### src/rtl/cfgport_pkg.sv
// Shared constants, types and mode decoding for the configuration register bank.
// Assumes the mode pins are synchronous to the system clock.
package cfgport_pkg;

    // Position of the demultiplexed-output flag inside the configuration word
    localparam int CFG_DEMUX_BIT = 7;

    // Access mode as {drv_off, par_sel}
    typedef enum logic [1:0] {
        ACC_SER_DRIVE = 2'b00,
        ACC_BLOCKED   = 2'b01,
        ACC_SER_QUIET = 2'b10,
        ACC_PARALLEL  = 2'b11
    } acc_mode_e;

    // Permissions derived from the access mode
    typedef struct packed {
        logic ser_ok;
        logic par_ok;
        logic out_en;
    } acc_perm_t;

    // Decode the mode pins and the demux flag into access permissions
    function automatic acc_perm_t decode_mode(input logic drv_off, input logic par_sel,
                                              input logic demux);
        acc_perm_t p;
        p = '0;
        unique case (acc_mode_e'({drv_off, par_sel}))
            ACC_SER_DRIVE: begin p.ser_ok = 1'b1; p.out_en = 1'b1; end
            ACC_SER_QUIET: p.ser_ok = 1'b1;
            ACC_PARALLEL:  p.par_ok = !demux;
            default:       p = '0;
        endcase
        return p;
    endfunction

endpackage

### src/rtl/ser_frame_rx.sv
// Serial write receiver: brings ser_clk, ser_din and ser_wr into the clock
// domain with matched synchronisers. It shifts one bit on each synchronised
// rising edge of ser_clk and emits one write when ser_wr rises after a full
// frame has arrived. Assumes each serial level is held for at least two
// system clocks. A short frame is dropped, and a long frame keeps its last bits.
module ser_frame_rx #(
    parameter int ADDR_W      = 3,
    parameter int DATA_W      = 10,
    parameter int SYNC_STAGES = 2
) (
    input  logic              clk,
    input  logic              rst_n,
    input  logic              enable,
    input  logic              ser_clk,
    input  logic              ser_din,
    input  logic              ser_wr,
    output logic              frame_fire,
    output logic [ADDR_W-1:0] frame_addr,
    output logic [DATA_W-1:0] frame_data
);
    localparam int FRAME_W = ADDR_W + DATA_W;
    localparam int CNT_W   = $clog2(FRAME_W + 1);
    localparam logic [CNT_W-1:0] FULL = CNT_W'(FRAME_W);

    logic [SYNC_STAGES-1:0] sclk_pipe, sdat_pipe, swr_pipe;
    logic                   sclk_last, swr_last;
    logic                   sclk_rise, swr_rise;
    logic [FRAME_W-1:0]     shreg;
    logic [CNT_W-1:0]       nbits;

    // Synchronise the three serial pins through equal-length chains
    always_ff @(posedge clk) begin
        if (!rst_n) begin
            sclk_pipe <= '0;
            sdat_pipe <= '0;
            swr_pipe  <= '0;
            sclk_last <= 1'b0;
            swr_last  <= 1'b0;
        end else begin
            sclk_pipe <= {sclk_pipe[SYNC_STAGES-2:0], ser_clk};
            sdat_pipe <= {sdat_pipe[SYNC_STAGES-2:0], ser_din};
            swr_pipe  <= {swr_pipe[SYNC_STAGES-2:0], ser_wr};
            sclk_last <= sclk_pipe[SYNC_STAGES-1];
            swr_last  <= swr_pipe[SYNC_STAGES-1];
        end
    end

    // Edge detection on the synchronised strobes
    always_comb begin
        sclk_rise = sclk_pipe[SYNC_STAGES-1] & ~sclk_last;
        swr_rise  = swr_pipe[SYNC_STAGES-1] & ~swr_last;
    end

    // Shift register and saturating bit count; a commit or a disabled port restarts the count
    always_ff @(posedge clk) begin
        if (!rst_n) begin
            shreg <= '0;
            nbits <= '0;
        end else if (!enable || swr_rise) begin
            nbits <= '0;
        end else if (sclk_rise) begin
            shreg <= {shreg[FRAME_W-2:0], sdat_pipe[SYNC_STAGES-1]};
            if (nbits != FULL) nbits <= nbits + 1'b1;
        end
    end

    // A commit counts only when a complete frame is held
    always_comb begin
        frame_fire = enable & swr_rise & (nbits == FULL);
        frame_addr = shreg[FRAME_W-1 -: ADDR_W];
        frame_data = shreg[DATA_W-1:0];
    end

endmodule

### src/rtl/par_access.sv
// Parallel port: turns a rising edge of par_wr into a single write and puts
// the read data on the bus while par_rd is high. Assumes the strobes and the
// address are synchronous to clk. Both actions are gated by 'allow'.
module par_access #(
    parameter int ADDR_W = 3,
    parameter int DATA_W = 10
) (
    input  logic              clk,
    input  logic              rst_n,
    input  logic              allow,
    input  logic              par_wr,
    input  logic              par_rd,
    input  logic [DATA_W-1:0] rd_data,
    output logic              wr_fire,
    output logic              dout_en,
    output logic [DATA_W-1:0] dout
);
    logic wr_last;

    // Remember the previous write strobe level for edge detection
    always_ff @(posedge clk) begin
        if (!rst_n) wr_last <= 1'b0;
        else        wr_last <= par_wr;
    end

    // Write pulse and bus drive, both gated by permission
    always_comb begin
        wr_fire = allow & par_wr & ~wr_last;
        dout_en = allow & par_rd;
        dout    = dout_en ? rd_data : '0;
    end

endmodule

### src/rtl/reg_store.sv
// Register storage: one configuration word and a per-channel offset and gain.
// Address 0 selects the configuration word, then come the offsets by channel
// and then the gains by channel. Any other address is reserved. Writes keep
// only the low bits that fit, and reads are zero-extended to DATA_W.
module reg_store #(
    parameter int ADDR_W = 3,
    parameter int DATA_W = 10,
    parameter int CFG_W  = 8,
    parameter int OFF_W  = 10,
    parameter int GAIN_W = 5,
    parameter int N_CH   = 3
) (
    input  logic                     clk,
    input  logic                     rst_n,
    input  logic                     wr_en,
    input  logic [ADDR_W-1:0]        wr_addr,
    input  logic [DATA_W-1:0]        wr_data,
    input  logic [ADDR_W-1:0]        rd_addr,
    output logic [DATA_W-1:0]        rd_data,
    output logic [CFG_W-1:0]         cfg_q,
    output logic [N_CH*OFF_W-1:0]    off_code,
    output logic [N_CH*OFF_W-1:0]    off_trim,
    output logic [N_CH*GAIN_W-1:0]   gain_code
);
    localparam int OFF_BASE  = 1;
    localparam int GAIN_BASE = 1 + N_CH;

    logic [OFF_W-1:0]  off_q  [N_CH];
    logic [GAIN_W-1:0] gain_q [N_CH];

    // Configuration word
    always_ff @(posedge clk) begin
        if (!rst_n)                    cfg_q <= '0;
        else if (wr_en && wr_addr == '0) cfg_q <= wr_data[CFG_W-1:0];
    end

    for (genvar ch = 0; ch < N_CH; ch++) begin : g_chan
        localparam logic [ADDR_W-1:0] OFF_A  = ADDR_W'(OFF_BASE + ch);
        localparam logic [ADDR_W-1:0] GAIN_A = ADDR_W'(GAIN_BASE + ch);

        // Per-channel offset code
        always_ff @(posedge clk) begin
            if (!rst_n)                       off_q[ch] <= '0;
            else if (wr_en && wr_addr == OFF_A) off_q[ch] <= wr_data[OFF_W-1:0];
        end

        // Per-channel gain code
        always_ff @(posedge clk) begin
            if (!rst_n)                        gain_q[ch] <= '0;
            else if (wr_en && wr_addr == GAIN_A) gain_q[ch] <= wr_data[GAIN_W-1:0];
        end

        // Flatten the channel registers; the trim flips the offset-binary MSB into two's complement
        assign off_code[ch*OFF_W +: OFF_W]   = off_q[ch];
        assign off_trim[ch*OFF_W +: OFF_W]   = {~off_q[ch][OFF_W-1], off_q[ch][OFF_W-2:0]};
        assign gain_code[ch*GAIN_W +: GAIN_W] = gain_q[ch];
    end

    // Read multiplexer; reserved addresses read zero
    always_comb begin
        rd_data = '0;
        if (rd_addr == '0) rd_data = DATA_W'(cfg_q);
        for (int ch = 0; ch < N_CH; ch++) begin
            if (rd_addr == ADDR_W'(OFF_BASE + ch))  rd_data = DATA_W'(off_q[ch]);
            if (rd_addr == ADDR_W'(GAIN_BASE + ch)) rd_data = DATA_W'(gain_q[ch]);
        end
    end

endmodule

### src/rtl/cfg_regbank_port.sv
// Top of the configuration register bank. It decodes the access mode, takes
// writes from the serial receiver or the parallel port (never both, because
// the modes exclude each other) and provides the registers to the datapath.
// Assumes clk drives all synchronous inputs and the serial pins are asynchronous.
module cfg_regbank_port #(
    parameter int ADDR_W      = 3,
    parameter int DATA_W      = 10,
    parameter int CFG_W       = 8,
    parameter int OFF_W       = 10,
    parameter int GAIN_W      = 5,
    parameter int N_CH        = 3,
    parameter int SYNC_STAGES = 2
) (
    input  logic                   clk,
    input  logic                   rst_n,
    input  logic                   drv_off,
    input  logic                   par_sel,
    input  logic                   ser_clk,
    input  logic                   ser_din,
    input  logic                   ser_wr,
    input  logic                   par_wr,
    input  logic                   par_rd,
    input  logic [ADDR_W-1:0]      par_addr,
    input  logic [DATA_W-1:0]      par_din,
    output logic [DATA_W-1:0]      par_dout,
    output logic                   par_dout_en,
    output logic                   adc_out_en,
    output logic [CFG_W-1:0]       cfg_q,
    output logic [N_CH*OFF_W-1:0]  off_code,
    output logic [N_CH*OFF_W-1:0]  off_trim,
    output logic [N_CH*GAIN_W-1:0] gain_code
);
    import cfgport_pkg::*;

    acc_perm_t         perm;
    logic              ser_fire, par_fire, wr_fire;
    logic [ADDR_W-1:0] ser_addr, wr_addr;
    logic [DATA_W-1:0] ser_data, wr_data, rd_data;

    // Access permissions from the mode pins and the demux flag
    always_comb begin
        perm       = decode_mode(drv_off, par_sel, cfg_q[CFG_DEMUX_BIT]);
        adc_out_en = perm.out_en;
    end

    ser_frame_rx #(
        .ADDR_W(ADDR_W), .DATA_W(DATA_W), .SYNC_STAGES(SYNC_STAGES)
    ) u_ser (
        .clk(clk), .rst_n(rst_n), .enable(perm.ser_ok),
        .ser_clk(ser_clk), .ser_din(ser_din), .ser_wr(ser_wr),
        .frame_fire(ser_fire), .frame_addr(ser_addr), .frame_data(ser_data)
    );

    par_access #(
        .ADDR_W(ADDR_W), .DATA_W(DATA_W)
    ) u_par (
        .clk(clk), .rst_n(rst_n), .allow(perm.par_ok),
        .par_wr(par_wr), .par_rd(par_rd), .rd_data(rd_data),
        .wr_fire(par_fire), .dout_en(par_dout_en), .dout(par_dout)
    );

    // Select the write source; the permissions never let both fire together
    always_comb begin
        wr_fire = ser_fire | par_fire;
        wr_addr = par_fire ? par_addr : ser_addr;
        wr_data = par_fire ? par_din  : ser_data;
    end

    reg_store #(
        .ADDR_W(ADDR_W), .DATA_W(DATA_W), .CFG_W(CFG_W),
        .OFF_W(OFF_W), .GAIN_W(GAIN_W), .N_CH(N_CH)
    ) u_regs (
        .clk(clk), .rst_n(rst_n),
        .wr_en(wr_fire), .wr_addr(wr_addr), .wr_data(wr_data),
        .rd_addr(par_addr), .rd_data(rd_data),
        .cfg_q(cfg_q), .off_code(off_code), .off_trim(off_trim), .gain_code(gain_code)
    );

endmodule

### config.mk
export PLATFORM = sky130hd
export DESIGN_NAME = cfg_regbank_port
export DESIGN_NICKNAME = d
export VERILOG_FILES = /design/src/rtl/cfgport_pkg.sv /design/src/rtl/ser_frame_rx.sv /design/src/rtl/par_access.sv /design/src/rtl/reg_store.sv /design/src/rtl/cfg_regbank_port.sv
export SDC_FILE = /design/constraint.sdc
export NUM_CORES = 1
export LEC_CHECK = 0
export ABC_AREA = 1
export BUFFER_PORTS_ARGS = -buffer_cell sky130_fd_sc_hd__buf_2
export CAP_MARGIN = 20
export CELL_PAD_IN_SITES_DETAIL_PLACEMENT = 2
export CELL_PAD_IN_SITES_GLOBAL_PLACEMENT = 2
export CORE_UTILIZATION = 30
export CTS_BUF_LIST = sky130_fd_sc_hd__clkbuf_4 sky130_fd_sc_hd__clkbuf_8 sky130_fd_sc_hd__clkbuf_16
export CTS_CLUSTER_SIZE = 30
export DETAILED_ROUTE_END_ITERATION = 6
export PLACE_DENSITY_LB_ADDON = 0.1
export SLEW_MARGIN = 20
export SYNTH_ARGS = -nofsm -noshare
export SYNTH_HDL_FRONTEND = slang
export SYNTH_SLANG_ARGS = --single-unit
### constraint.sdc
create_clock -name clk -period 2.1 [get_ports clk]
set_input_delay 0.42 -clock clk [delete_from_list [all_inputs] [get_ports clk]]
set_output_delay 0.42 -clock clk [all_outputs]
set_load 0.05 [all_outputs]
==> results of run 1 <==
-- power by group through the flow --
stage	Sequential, µW	Clock [µW]	Combinational [µW]
2_1_floorplan	1890	0	350
3_3_place_gp	1760	0	698
3_5_place_dp	1770	0	711
4_1_cts	1730	1750	723
5_1_grt	1740	1820	780
6_report	1730	1720	734
-- logic make-up after synthesis --
family	count (synthesis)	share of synthesized area
AO/OA/AOI/OAI	55	0.0792
XOR/XNOR	1	0.00217
adder cells (fa/ha/maj)	2	0.00621
buffers and inverters	85	0.109
flip-flops	79	0.504
AND/OR/NAND/NOR	246	0.299
-- worst paths after layout --
kind	end	slack [ns]	from	cells past startpoint
worst max-delay path	par_dout[2]	0.03	par_addr[1]	10
worst min-delay path	u_ser.sclk_pipe[0]$_SDFF_PN0_	0.26	ser_clk	3
worst max register to register	u_regs.off_q[0][5]$_SDFFCE_PN0P_	0.23	u_ser.nbits[0]$_SDFFE_PP0P_	8
worst min register to register	u_ser.sclk_pipe[1]$_SDFF_PN0_	0.42	u_ser.sclk_pipe[0]$_SDFF_PN0_	2
-- cell usage after synthesis --
cell	count	area [µm²]
o21ai_2	6	52.6
buf_2	6	30.0
nand3_1	29	145
nor2_1	76	285
o21ai_0	20	100
nand2_4	3	33.8
edfxtp_1	45	1350
buf_4	28	210
or2_2	5	31.3
o22a_1	2	17.5
nor2_4	7	78.8
nand3_4	5	87.6
a211oi_1	1	7.51
xnor2_1	1	8.76
nand2_1	102	383
nand3_2	1	10.0
nor3_4	1	16.3
dfxtp_1	34	681
or2_0	1	6.26
o21ai_1	2	10.0
clkbuf_1	2	7.51
buf_1	2	7.51
nor3b_1	1	7.51
a41oi_1	3	26.3
nand2_2	7	43.8
inv_1	46	173
nor2_8	2	40.0
a21oi_1	21	105
nand4_1	3	18.8
ha_1	2	25.0
buf_6	1	11.3
nor2_2	3	18.8
-- registers in the layout, summed over array words and instances, names as in the netlist, 2 cells and up --
| signal | flops |
|---|---|
| u_regs.cfg_q | 8 |
| u_ser.swr_pipe | 2 |
| u_ser.sclk_pipe | 2 |
| u_regs.off_q | 30 |
| u_ser.sdat_pipe | 2 |
| u_regs.gain_q | 15 |
| u_ser.nbits | 4 |
| u_ser.shreg | 13 |
-- per-stage QoR --
step                      power (µW)   util
final                           4190  0.424
after global routing            4330  0.424
after CTS                       4210  0.417
after detailed placement        2480  0.388
after global placement          2460  0.388
after floorplan                 2250      -
-- what timing repair did --
item,CTS,global route
pin swaps,5,13
endpoints found under the setup margin,10,9
buffers inserted,1,1
gates resized for setup,19,29
hold buffers,0,0
-- layout make-up --
type / count / area share
well taps: 172 / 0.0394
clock buffers: 9 / 0.0412
repair buffers: 160 / 0.191
multi-input cells: 304 / 0.306
flip-flops and latches: 79 / 0.372
clock inverters: 7 / 0.0174
inverters: 46 / 0.0327
-- routing by layer --
layer | vias to the layer above | wire length [µm] | GRT usage
li1 | 1757 | - | -
met5 | - | 0 | 0
met1 | 1806 | 5920 | 0.253
met2 | 89 | 7180 | 0.356
met4 | 0 | 157 | 0.0649
met3 | 12 | 465 | 0.0296
-- critical path: stages --
cell and delay [ns]:
buf_8 0.11, buf_12 0.12, nor2_4 0.15, nand2_4 0.10, or2_4 0.26, nand2_2 0.06, nand4_1 0.11, nand2_1 0.12
inv_2 0.05, buf_8 0.14
==> metrics.txt, run 1 <==
max-slew violation count=0; Final Hold Viols=0; IO Port Bufs=116; Initial Utilization=0.313; fin crit share=0.986; Mapped Area=4030 µm²; crit path capture type=output port; GRT Overall Usage=0.203; wire length per cell=17.7 µm; CTS tree=done; sequential share of power=0.413; RSZ-0062 raised after global routing=yes; GP Congestion=0.814; Root Buffer=clkbuf_16; Worst EP arrival=1.65 ns; Worst-Margin Slew=0.411 ns; setup TNS=0 ns; Tmin final=a little over 2 ns; Distinct cells, synth=32; Leak=0.00247 µW; Nets=624; synthesis warning total=0; Synth-to-Final Area Change=35.6%; crit-path max FO=7; Die H=118 µm; Die Span X=118 µm; Diodes inserted=0; Yosys reg bits=about 80; P_int=2940 µW; top-level I/O count=approximately 120; DRT Wirelength=13700 µm; vias=3664; pwr dens=766 nW/µm²; initial DRC count=85; pre-CTS WS=-0.250 ns; CTS Buf Count=9; status=complete, no violations; Mean Syn Cell Area=8.61 µm²; clock transition at the registers of the reported paths=~0.060 ns; most frequent cells in the layout=buf_2, nand2_1, nor2_1; Hold Worst Slack=about 0.26 ns; switch share=0.298; Tightest Hold Check Type=in2reg; Core Region=12900 µm²; Final Non-Filler Cells=777; H-tree Lvls=3; Max Cap Violations=0; ratio of cells with drive above 1 in the final layout=0.395; global-route wire length before repair=between 20000 and 25000 µm; design area=5470 µm²; Setup Skew=roughly 0.012 ns; area of the die=13900 µm²; worst skew pair latency=0.35 ns; Post-DRT Antenna Nets=0; critical path type=in2out; critical path required time=1.68 ns; dpl cells=759; Max-Slew Margin vs Limit=0.726; Startpoint Class=input pin; Comb power frac=0.175; Site Rows=41; DR pass1 iterations=4; clock tree buffer depth=2; DRC Markers=0; initial antenna violation count=0; largest net degree at the start of global routing=32; gr ovfl total=0; vias per cell=4.72; Psw=roughly 1200 µW; commonest non-fill, non-tap cell in the layout=buf_2; syn_nets=492; clock share of power=0.411; vias in the first global route=3876; post-route setup slack=0.0296 ns; HPWL after DPL=10400 µm; CTS sink cnt=79; Post-Syn Instances=468; Post-DP Area=4990 µm²; FF/Latch Area=~2000 µm²; Peak VDD IR=0.000328 V; FILL cells=about 1400; share of the yosys chip area belonging to registers=0.504; multi-input logic area=1670 µm²; setup violators final=0; fmax=0.483 GHz
Note: power is estimated with default switching activity, not from simulation.
==> run 2, diff against run 1 <==
- SYNTH_HIERARCHICAL: not set -> 1
==> metrics.txt, run 2 <==
status=complete, no violations; H-tree Lvls=3; DRT Wirelength=13500 µm; CTS tree=done; wire length per cell=17.5 µm; clock transition at the registers of the reported paths=0.06 ns; Setup Skew=0.00522 ns; FILL cells=about 1500; Core Util, Final=0.410; FF/Latch Area=2040 µm²; Peak VDD IR=0.000299 V; max-slew violation count=0; CTS Buf Count=9; max FFs per register=30; top-level I/O count=approximately 120; vias=3600; Most common cell on crit path=buf_4; initial DRC count=96; top cell type's share of synthesized area=0.342; area of the die=13600 µm²; Mean Syn Cell Area=between 8 and 9 µm²; HPWL after DPL=10300 µm; largest net degree at the start of global routing=21; WP buf/inv=5; crit-path max FO=7; most numerous cell in the Yosys netlist=nand2_1; hold_buf cts=0; fin crit share=0.973; GRT Overall Usage=0.204; fmax=~0.5 GHz; initial antenna violation count=0; Final Hold Viols=0; global-route wire length before repair=~20000 µm; Tmin final=2.04 ns; Leak=0.00235 µW; RSZ-0062 raised after global routing=yes; Most used DFF post-synth=edfxtp_1; Critical Path Max Stage Delay=0.20 ns; Distinct cells, synth=36; critical path type=in2out; synthesis warning total=6; Commonest cells post-synth=nand2_1, nor2_1, inv_1; Post-synth ARST share=0; GP Congestion=0.780; Diodes inserted=0; share of the yosys chip area belonging to registers=0.514; multi-input logic area=about 1500 µm²; dpl cells=749; gr ovfl total=0; Final Non-Filler Cells=between 700 and 800; Max Cap Violations=0; Post-synth EDFFs=45; ratio of cells with drive above 1 in the final layout=0.371; cell accounting for the most synthesized area=edfxtp_1; IO Port Bufs=116; top cells by area, synth=edfxtp_1, dfxtp_1, nand2_1; cell family with most CP delay=buffers and inverters; setup violators final=0; CTS sink cnt=79; Post-DRT Antenna Nets=0; vias in the first global route=about 3700; Slowest cell on crit path=buf_4; Startpoint Class=input pin; Max-Slew Margin vs Limit=0.656; DRC Markers=0; critical path required time=roughly 1.7 ns; Die H=~120 µm; Mapped Area=3950 µm²; clock tree buffer depth=2; commonest non-fill, non-tap cell in the layout=buf_2; Worst-Margin Slew=0.516 ns; crit-path cells=clkbuf_4, inv_2, nor3_4, buf_4, nand2_1, nand4_1, inv_1, nor2_4, buf_4; DR pass1 iterations=4; Core Region=12700 µm²; Total Power=3910 µW; worst skew pair latency=0.34 ns; Post-Syn Instances=469; most frequent cells in the layout=buf_2, nand2_1, nor2_1; most flop-heavy register=u_regs/off_q; Site Rows=41; Nets=618; Root Buffer=clkbuf_16; Worst EP arrival=roughly 1.6 ns; syn_nets=493; crit path capture type=output port; Hold Worst Slack=0.263 ns; pwr dens=around 750 nW/µm²; vias per cell=4.67; Yosys reg bits=between 70 and 80; Die Span X=117 µm; Initial Utilization=0.311; Synth-to-Final Area Change=31.8%; Tightest Hold Check Type=in2reg; Top Registers=u_regs/off_q x30, u_regs/gain_q x15, u_ser/shreg x13
## run 2: cell type report
| class | count | share of cell area |
|---|---|---|
| multi-input cells | 292 | 0.285 |
| flip-flops and latches | 79 | 0.391 |
| inverters | 58 | 0.0432 |
| clock buffers | 16 | 0.0557 |
| repair buffers | 154 | 0.183 |
| well taps | 172 | 0.0413 |
## run 2: kinds of logic after synthesis
kind of cell / synth area share
AOI/OAI and AO/OA: 0.0497
xor gates and xnor gates: 0.00222
adders and majority gates: 0.00633
buffers and inverters: 0.138
DFF: 0.514
and+or+nand+nor: 0.290
## run 2: final timing paths
path | from | endpoint | slack, ns | depth (start not counted)
worst max-delay path | par_addr[1] | par_dout[0] | 0.06 | 9
worst min-delay path | ser_din | u_ser/sdat_pipe[0]$_SDFF_PN0_ | 0.26 | 3
worst max register to register | u_regs/cfg_q[7]$_SDFFE_PN0P_ | u_regs/off_q[2][5]$_SDFFCE_PN0P_ | 0.08 | 9
worst min register to register | u_ser/sclk_pipe[0]$_SDFF_PN0_ | u_ser/sclk_pipe[1]$_SDFF_PN0_ | 0.42 | 2
## run 2: tightest hold or removal path: stages
cell     delay [ns]
buf_2          0.08
nand2_1        0.04
inv_1          0.04
## run 2: stage by stage
step / setup WS, ns / TNS (ns) / area, µm²
after detailed placement: -0.164 / -7.62 / 4750
final: 0.0564 / 0 / 5210
after global placement: -0.0524 / -0.781 / 4750
after global routing: -0.0286 / -0.159 / 5210
after CTS: -0.0115 / -0.0554 / 5080
after floorplan: 0.0228 / 0 / 3990
## run 2: where the power goes
group | switching (µW) | internal, µW | total, µW
Sequential | 43.6 | 1690 | 1730
Clock | 608 | 933 | 1540
Combinational | 472 | 166 | 638
Total | 1120 | 2790 | 3910
## run 2: layer usage
| layer | vias up | routed length, µm | global-route usage |
|---|---|---|---|
| met5 | - | 0 | 0 |
| met4 | 0 | 158 | 0.0633 |
| met3 | 13 | 417 | 0.0268 |
| met2 | 81 | 6910 | 0.367 |
| met1 | 1776 | 6010 | 0.253 |
| li1 | 1730 | - | - |
## run 2: what timing repair did
| item | in CTS | in global routing |
|---|---|---|
| pin swaps | 0 | 5 |
| setup buffers | 0 | 5 |
| gates cloned | 0 | 1 |
| resized for setup | 14 | 26 |
| endpoints found under the setup margin | 10 | 96 |
==> run 3, diff against run 2 <==
- clock period: 2.1 -> 2.3 ns (I/O delays scaled with it)
==> metrics.txt, run 3 (synthesis results as in run 2) <==
status=complete, no violations; CTS sink cnt=79; Initial Utilization=0.311; Root Buffer=clkbuf_16; Peak VDD IR=0.000281 V; vias=3506; DRC Markers=0; RSZ-0062 raised after global routing=no; commonest non-fill, non-tap cell in the layout=buf_2; clock tree buffer depth=2; Final Hold Viols=0; gr ovfl total=0; area of the die=approximately 14000 µm²; CTS Buf Count=9; DRT Wirelength=about 13000 µm; crit-path max FO=7; FILL cells=1496; Die H=approximately 120 µm; Leak=approximately 0.0022 µW; vias in the first global route=3708; CTS tree=done; H-tree Lvls=3; GP Congestion=0.825; pwr dens=between 700 and 800 nW/µm²; ratio of cells with drive above 1 in the final layout=0.326; Worst EP arrival=1.76 ns; Tightest Hold Check Type=in2reg; global-route wire length before repair=20200 µm; initial antenna violation count=0; initial DRC count=126; largest net degree at the start of global routing=30; Max-Slew Margin vs Limit=0.617; Nets=604; GRT Overall Usage=0.204; Top Registers=u_regs/off_q x30, u_regs/gain_q x15, u_ser/shreg x13; flop2flop setup slack=0.23 ns; Die Span X=117 µm; setup violators final=0; most frequent cells in the layout=buf_2, nand2_1, nor2_1; Tmin final=2.22 ns; Worst-Margin Slew=approximately 0.57 ns; Startpoint Class=input pin; wire length per cell=about 17 µm; crit path capture type=output port; worst skew pair latency=0.34 ns; max FFs per register=30; critical path type=in2out; Synth-to-Final Area Change=25.5%; Site Rows=41; Setup Skew=0.00573 ns; Post-DRT Antenna Nets=0; HPWL after DPL=10100 µm; Diodes inserted=0; max-slew violation count=0; top-level I/O count=around 120; clock transition at the registers of the reported paths=0.06 ns; setup TNS=0 ns; Hold Worst Slack=just over 0.3 ns; fin crit share=0.965; Max Cap Violations=0; most flop-heavy register=u_regs/off_q; critical path required time=about 1.8 ns; DR pass1 iterations=4; fmax=0.451 GHz; Core Region=12700 µm²; vias per cell=around 4.6; IO Port Bufs=116
[run 3: power breakdown]
group	total (µW)	leakage, µW	switching (µW)	internal [µW]
logic	542	0.00137	411	130
registers	1580	0.000742	39.9	1540
clock network	1360	0.000133	600	764
total	3480	0.00224	1050	2430
[run 3: cell type report]
type | instances | area [µm²] | share of cell area
flip-flops and latches | 79 | 2030 | 0.410
multi-input cells | 291 | 1390 | 0.280
repair buffers | 141 | 816 | 0.164
clock buffers | 10 | 239 | 0.0482
inverters | 58 | 223 | 0.0449
well taps | 172 | 215 | 0.0434
clock inverters | 6 | 45.0 | 0.00908
[run 3: worst paths after layout]
| path | to | from | cells past startpoint |
|---|---|---|---|
| worst max-delay path | par_dout[9] | par_addr[2] | 9 |
| worst min-delay path | u_ser/sdat_pipe[0]$_SDFF_PN0_ | ser_din | 3 |
| worst max register to register | u_regs/off_q[2][0]$_SDFFCE_PN0P_ | u_ser/nbits[0]$_SDFFE_PP0P_ | 9 |
| worst min register to register | u_ser/sclk_pipe[1]$_SDFF_PN0_ | u_ser/sclk_pipe[0]$_SDFF_PN0_ | 2 |
[run 3: repair_timing]
action	4_1_cts	5_1_grt
hold buffers	0	0
resized for setup	0	5
setup endpoints to repair	0	7
buffers inserted	0	0
[run 3: layer usage]
layer	vias to the layer above	track usage	wire [µm]
met5	-	0	0
met4	0	0.0878	305
met3	20	0.0294	457
met2	86	0.363	6680
met1	1704	0.245	5630
li1	1696	-	-
[run 3: stage by stage]
| stage | setup slack (ns) | util | std cells | instance area [µm²] | total power [µW] |
|---|---|---|---|---|---|
| after global routing | 0.00462 | 0.390 | 757 | 4960 | 3620 |
| after detailed placement | -0.0119 | 0.367 | 741 | 4660 | 2160 |
| after CTS | 0.0427 | 0.389 | 757 | 4950 | 3530 |
| after global placement | 0.0688 | 0.367 | 741 | 4660 | 2140 |
| final | 0.0814 | 0.390 | 757 | 4960 | 3480 |
| after floorplan | 0.0160 | - | 469 | 3970 | 2000 |
[run 3: worst max-delay path: stages]
cell	delay (ns)
buf_2	0.14
buf_4	0.18
nor3_4	0.21
buf_4	0.17
nand2_1	0.06
o211ai_1	0.09
inv_1	0.09
nor2_2	0.10
buf_2	0.26
